## config.mk

```make
export PLATFORM = sky130hd
export DESIGN_NAME = ternLevelDecoder
export DESIGN_NICKNAME = d
export VERILOG_FILES = /design/src/rtl/ternLvlPkg.sv /design/src/rtl/ternDigitCell.sv /design/src/rtl/ternLvlControl.sv /design/src/rtl/ternLvlDatapath.sv /design/src/rtl/ternLevelDecoder.sv
export SDC_FILE = /design/constraint.sdc
export NUM_CORES = 1
export LEC_CHECK = 0
export ABC_AREA = 1
export CORE_MARGIN = 2
export CORE_UTILIZATION = 66
export DETAILED_ROUTE_END_ITERATION = 10
export DONT_BUFFER_PORTS = 1
export PLACE_DENSITY = 0.93
export SETUP_SLACK_MARGIN = 0.02
export SLEW_MARGIN = 20
export SYNTH_ARGS = -nofsm -noshare
export SYNTH_HDL_FRONTEND = slang
export SYNTH_SLANG_ARGS = --single-unit
```

## constraint.sdc

```tcl
create_clock -name clk -period 1.33 [get_ports clk]
set_input_delay 0.266 -clock clk [delete_from_list [all_inputs] [get_ports clk]]
set_output_delay 0.266 -clock clk [all_outputs]
set_load 0.02 [all_outputs]
```

## src/rtl/ternLvlPkg.sv

```systemverilog
package ternLvlPkg;

  typedef struct packed {
    logic loadDigits;
    logic setErr;
    logic pulseDone;
  } lvlStrobe_t;

  localparam logic [1:0] DIG_ZERO = 2'b00;
  localparam logic [1:0] DIG_POS  = 2'b01;
  localparam logic [1:0] DIG_NEG  = 2'b11;

  // largest magnitude representable by n balanced ternary digits
  function automatic int maxLevel(input int n);
    int p;
    p = 1;
    for (int i = 0; i < n; i++) p = p * 3;
    return (p - 1) / 2;
  endfunction

endpackage

```

## src/rtl/ternDigitCell.sv

```systemverilog
module ternDigitCell #(
  parameter int RES_W = 10
) (
  input  logic signed [RES_W-1:0] resIn,
  output logic signed [RES_W-1:0] resOut,
  output logic [1:0]              digit
);
  import ternLvlPkg::*;

  localparam logic signed [RES_W-1:0] THREE = RES_W'(3);
  localparam logic signed [RES_W-1:0] ONE   = RES_W'(1);

  logic signed [RES_W-1:0] rawRem;
  logic signed [RES_W-1:0] posRem;

  always_comb begin
    rawRem = resIn % THREE;
    posRem = (rawRem < 0) ? rawRem + THREE : rawRem;
    case (posRem)
      ONE: begin
        digit  = DIG_POS;
        resOut = (resIn - ONE) / THREE;
      end
      ONE + ONE: begin
        digit  = DIG_NEG;
        resOut = (resIn + ONE) / THREE;
      end
      default: begin
        digit  = DIG_ZERO;
        resOut = resIn / THREE;
      end
    endcase
  end
endmodule

```

## src/rtl/ternLvlControl.sv

```systemverilog
module ternLvlControl (
  input  logic                   clk,
  input  logic                   rstN,
  input  logic                   levelValid,
  input  logic                   outOfRange,
  output ternLvlPkg::lvlStrobe_t strobe,
  output logic                   doneOut
);
  always_comb begin
    strobe.loadDigits = levelValid;
    strobe.setErr     = levelValid & outOfRange;
    strobe.pulseDone  = levelValid;
  end

  always_ff @(posedge clk or negedge rstN) begin
    if (!rstN) doneOut <= 1'b0;
    else       doneOut <= strobe.pulseDone;
  end
endmodule

```

## src/rtl/ternLvlDatapath.sv

```systemverilog
module ternLvlDatapath #(
  parameter int NSTAGE = 4,
  parameter int LVL_W  = 8
) (
  input  logic                    clk,
  input  logic                    rstN,
  input  logic signed [LVL_W-1:0] levelIn,
  input  ternLvlPkg::lvlStrobe_t  strobe,
  output logic                    outOfRange,
  output logic [2*NSTAGE-1:0]     digitsOut,
  output logic                    rangeErr
);
  import ternLvlPkg::*;

  localparam int RES_W = LVL_W + 2;
  localparam int MAXLVL = maxLevel(NSTAGE);
  localparam logic signed [RES_W-1:0] MAX_S = RES_W'(MAXLVL);
  localparam logic signed [RES_W-1:0] MIN_S = -MAX_S;

  logic signed [RES_W-1:0] lvlWide;
  logic signed [RES_W-1:0] lvlClamped;
  logic signed [RES_W-1:0] resChain [NSTAGE+1];
  logic [2*NSTAGE-1:0]     digitsNext;

  always_comb begin
    lvlWide    = RES_W'(levelIn);
    outOfRange = (lvlWide > MAX_S) || (lvlWide < MIN_S);
    if (lvlWide > MAX_S)      lvlClamped = MAX_S;
    else if (lvlWide < MIN_S) lvlClamped = MIN_S;
    else                      lvlClamped = lvlWide;
  end

  assign resChain[0] = lvlClamped;

  for (genvar g = 0; g < NSTAGE; g++) begin : gStage
    ternDigitCell #(.RES_W(RES_W)) uCell (
      .resIn (resChain[g]),
      .resOut(resChain[g+1]),
      .digit (digitsNext[2*g+1:2*g])
    );
  end

  always_ff @(posedge clk or negedge rstN) begin
    if (!rstN) begin
      digitsOut <= '0;
      rangeErr  <= 1'b0;
    end else begin
      if (strobe.loadDigits) digitsOut <= digitsNext;
      if (strobe.setErr)     rangeErr  <= 1'b1;
    end
  end
endmodule

```

## src/rtl/ternLevelDecoder.sv

```systemverilog
module ternLevelDecoder #(
  parameter int NSTAGE = 4,
  parameter int LVL_W  = 8
) (
  input  logic                    clk,
  input  logic                    rstN,
  input  logic signed [LVL_W-1:0] levelIn,
  input  logic                    levelValid,
  output logic [2*NSTAGE-1:0]     digitsOut,
  output logic                    doneOut,
  output logic                    rangeErr
);
  import ternLvlPkg::*;

  lvlStrobe_t strobe;
  logic       outOfRange;

  ternLvlControl uCtrl (
    .clk       (clk),
    .rstN      (rstN),
    .levelValid(levelValid),
    .outOfRange(outOfRange),
    .strobe    (strobe),
    .doneOut   (doneOut)
  );

  ternLvlDatapath #(.NSTAGE(NSTAGE), .LVL_W(LVL_W)) uDp (
    .clk       (clk),
    .rstN      (rstN),
    .levelIn   (levelIn),
    .strobe    (strobe),
    .outOfRange(outOfRange),
    .digitsOut (digitsOut),
    .rangeErr  (rangeErr)
  );
endmodule

```

==> results of run 1 <==
-- cells in the mapped netlist, drive strengths merged --
library cell,count
xor2,49
nand2,659
nor2,109
o21a,4
o21ai,76
dfrtp,10
or2,9
nand3,257
fa,3
and2,1
ha,53
a21oi,48
o2111ai,1
o31ai,5
clkinv,11
bufinv,3
clkinvlp,1
xnor2,12
inv,262
nor4,3
o21bai,15
clkbuf,2
nor3,7
a31oi,2
buf,16
o221ai,1
a21o,1
nand3b,13
dlygate4sd3,1
o211ai,2
nand4,29
-- per-stage QoR --
stage               instance area [um2]  instances
floorplan                         10280       1665
global placement                  13440       2244
detailed placement                13440       2244
-- cell families after synthesis --
family                     Yosys count  synth area share, %
AOI/OAI and AO/OA                  155                10.44
adders and majority gates           56                7.597
and+or+nand+nor                   1087                59.54
DFF                                 10                2.629
xor gates and xnor gates            61                5.849
buffers and inverters              296                13.95
==> flow_summary.json, run 1 <==
{
  "ys_warn_count": 0,
  "synth_top_area_cell": "nand2_1",
  "cts_hold_buf": 1,
  "status": "stopped before the end",
  "htree_levels": 1,
  "yosys-top-cells-area": "nand2_1 (18%), nand3_1 (11%), nand2_2 (10%)",
  "ys_types": 57,
  "first-error": "[ERROR DPL-0038] Utilization greater than 100%, impossible to legalize",
  "hpwl_um": 34470,
  "synth_seq_cells": 10,
  "cts_made_buffers": 3,
  "yosysSeqAreaShare_pct": 2.629,
  "clockBufferDepth": 2,
  "synth_top_area_share_pct": 18.45,
  "initial_utilization_pct": 68.05,
  "ios": 21,
  "avgSynthCellArea_um2": 5.717,
  "haltStage": "4_1_cts",
  "root_buffer": "clkbuf_16",
  "die_h_um": 124.1,
  "cts_repair_resize_count": 421,
  "clock-sinks": 10,
  "io_buffers": 0,
  "fp-row-count": 43,
  "place_ws_ns": -32.71,
  "die-width_um": 124.1,
  "syn-num-nets": 1732,
  "post_cts_buffers": 168,
  "place_congestion": 0.9049,
  "netlist_area_mm2": 0.009519,
  "netlist_instances": 1665
}
==> run 2, diff against run 1 <==
--- a/config.mk
+++ b/config.mk
@@ -7,11 +7,10 @@
 export LEC_CHECK = 0
 export ABC_AREA = 1
 export CORE_MARGIN = 2
-export CORE_UTILIZATION = 66
+export CORE_UTILIZATION = 40
 export DETAILED_ROUTE_END_ITERATION = 10
 export DONT_BUFFER_PORTS = 1
-export PLACE_DENSITY = 0.93
-export SETUP_SLACK_MARGIN = 0.02
+export PLACE_DENSITY_LB_ADDON = 0.15
 export SLEW_MARGIN = 20
 export SYNTH_ARGS = -nofsm -noshare
 export SYNTH_HDL_FRONTEND = slang
==> flow_summary.json, run 2 <==
{
  "yosys-top-cells-area": "nand2_1 (18%), nand3_1 (11%), nand2_2 (10%)",
  "synth_xor_area_share_pct": 5.849,
  "io_buffers": 0,
  "timing.fmax_ghz": 0.03260,
  "yosysSeqAreaShare_pct": 2.629,
  "firstDrtPassIters": 5,
  "whs_path_depth": 0,
  "endpoint_kind": "flop",
  "finalWirelength_um": 30750,
  "relSlewSlack_pct": 58.56,
  "grt_max_degree": 16,
  "core_area_mm2": 0.02340,
  "crit_arrival_ns": 30.85,
  "root_buffer": "clkbuf_16",
  "rsz0062_at_grt": "true",
  "place_congestion": 0.8416,
  "initial_utilization_pct": 40.68,
  "setup_viol": 8,
  "first_iter_violations": 428,
  "ios": 21,
  "ys_top_cells_by_count": "nand2_1 (468), inv_1 (227), nand3_1 (201)",
  "antenna_found_initial": 1,
  "synth_top_family_by_area": "simple AND/OR/NAND/NOR gates",
  "fin_skew_ns": 0,
  "synth_top_area_share_pct": 18.45,
  "avgSynthCellArea_um2": 5.717,
  "grt_use_total_pct": 22.47,
  "grt_overflow_total": 0,
  "fp-row-count": 56,
  "drive_gt1_share_pct": 56.50,
  "final_cell_mix": "buf_4 (560), nand2_1 (358), nand2_2 (219)",
  "regMostFlops": "uDp.digitsOut",
  "htree_levels": 1,
  "synthMuxAreaShare_pct": 0,
  "dieArea_mm2": 0.02505,
  "insertion_delay_ns": 0.24,
  "yosys.area_share.adder_pct": 7.597,
  "final-max-slew-violation-count": 0,
  "drt-wirelength-per-cell_um": 11.99,
  "grt_pass1_wl_um": 48490,
  "period_minus_slack_ns": 30.68,
  "clock-sinks": 10,
  "routed_via_density": 4.827,
  "largest_reg_flops": 8,
  "hold_violations": 0,
  "slowest_delay_ns": 0.32,
  "ys_types": 57,
  "min_to": "uCtrl.doneOut",
  "die_h_um": 158.3,
  "antenna_cells": 0,
  "via_count": 12380,
  "worst_slew_pin_slew_ns": 0.6195,
  "async_reset_ff_share_pct": 100.0,
  "cts_made_buffers": 3,
  "setup_slack_ns": -29.35,
  "syn-num-nets": 1732,
  "postRouteAntennaNets": 0,
  "maxCapViolCount": 0,
  "r2r_setup_slack_ns": 0.44,
  "layout.nets": 2314,
  "cpMostUsedCell": "nand2_2",
  "cp_slowest_cell": "ha_4",
  "fin_crit_sh_pct": 2306,
  "reg_top3": "uDp.digitsOut x8, uCtrl.doneOut x1, uDp.rangeErr x1",
  "status": "finished with violations",
  "synth_compound_area_share_pct": 10.44,
  "rr_startpoint": "uDp.digitsOut[4]",
  "critPathRequiredTime_ns": 1.50,
  "holdCritPathClass": "primary input to flop",
  "r2r_cells": 2,
  "hpwl_um": 21580,
  "hold_start": "levelValid",
  "grt_pass1_vias": 11534,
  "synth_top_area_cell": "nand2_1",
  "netlist_instances": 1665,
  "clkTransAtPathRegs_ns": 0.05,
  "synth-edff-count": 0,
  "ys_warn_count": 0,
  "critical_path_class": "primary input to flop",
  "r2r_end": "uDp.digitsOut[4]",
  "syn_to_final_growth_pct": 72.61,
  "ys.flop_type": "dfrtp_1",
  "netlist_area_mm2": 0.009519,
  "synth_seq_cells": 10,
  "fillers": 1918,
  "cp-start-kind": "primary input",
  "synth-simple-area-share_pct": 59.54,
  "place_area_mm2": 0.01375,
  "final_common_cell": "buf_4",
  "die-width_um": 158.3,
  "finalInstanceArea_mm2": 0.01643,
  "clockBufferDepth": 2,
  "worstPathMaxFanout": 7,
  "yosysMostFrequentCell": "nand2_1",
  "cts_tree": "built",
  "violations": "negative setup slack",
  "drc": 0
}
[run 2: cell counts after synthesis]
Identical to the previous run, type by type.
[run 2: layer usage]
layer | track usage (%) | vias up | wire, um
met5 | 0 | - | 14
met4 | 2.617 | 2 | 619
met3 | 1.170 | 61 | 655
met2 | 43.66 | 157 | 16110
met1 | 27.94 | 5687 | 13350
li1 | - | 6473 | -
[run 2: worst max-delay path, delay by kind of cell]
family / cells / cell delay, ns
adder cells (fa/ha/maj): 26 / 5.07
buffers and inverters: 33 / 2.29
AND/OR/NAND/NOR: 184 / 16.85
AO/OA/AOI/OAI: 37 / 5.18
XOR/XNOR: 6 / 1.13
[run 2: logic make-up (layout without fill, tap and decap cells)]
kind of cell | Yosys count | count (layout)
flops | 10 | 10
compound gates | 155 | 155
simple gates | 1087 | 1087
buf+inv | 296 | 877
fa+ha+maj | 56 | 56
xor+xnor | 61 | 61
[run 2: what timing repair did]
| item | CTS | global route |
|---|---|---|
| buffers inserted | 91 | 68 |
| endpoints found under the setup margin | 8 | 8 |
| hold endpoints to repair | 10 | 0 |
| hold buffers | 1 | 0 |
| pin swaps | 147 | 238 |
| resized for setup | 130 | 208 |
[run 2: worst max path at each step]
stage,start,end,slack (ns),depth (start not counted)
floorplan,levelIn[3],uDp.digitsOut[6],-29.31,305
global placement,levelIn[3],uDp.digitsOut[7],-29.04,289
detailed placement,levelIn[3],uDp.digitsOut[7],-29.72,290
CTS,levelIn[3],uDp.digitsOut[7],-28.29,296
global route,levelIn[3],uDp.digitsOut[6],-31.79,288
finish,levelIn[3],uDp.digitsOut[6],-29.35,286
[run 2: layout make-up]
cell class	count	area, um2	area share [%]
Multi-Input combinational cell	1359	9898	60.24
Timing Repair Buffer	596	4641	28.24
Inverter	277	1154	7.021
Tap cell	319	399.1	2.429
Sequential cell	10	250.2	1.523
Clock buffer	4	88.84	0.5407
[run 2: per-stage QoR]
stage	hold slack [ns]	setup TNS, ns	worst slack, ns	utilization (%)	instances
after floorplan	-0.02959	-132.09	-29.31	-	1665
after global placement	-0.02925	-131.55	-29.04	58.77	2401
after detailed placement	-0.02931	-134.61	-29.72	58.77	2401
after CTS	0.04638	-127.77	-28.29	64.33	2497
after global routing	0.03893	-144.87	-31.79	70.21	2565
final	0.05363	-133.96	-29.35	70.21	2565
Power of run 2 is left out: the tool's default activity adds up to more than one toggle a clock period on the data nets, which glitch-free logic cannot reach.
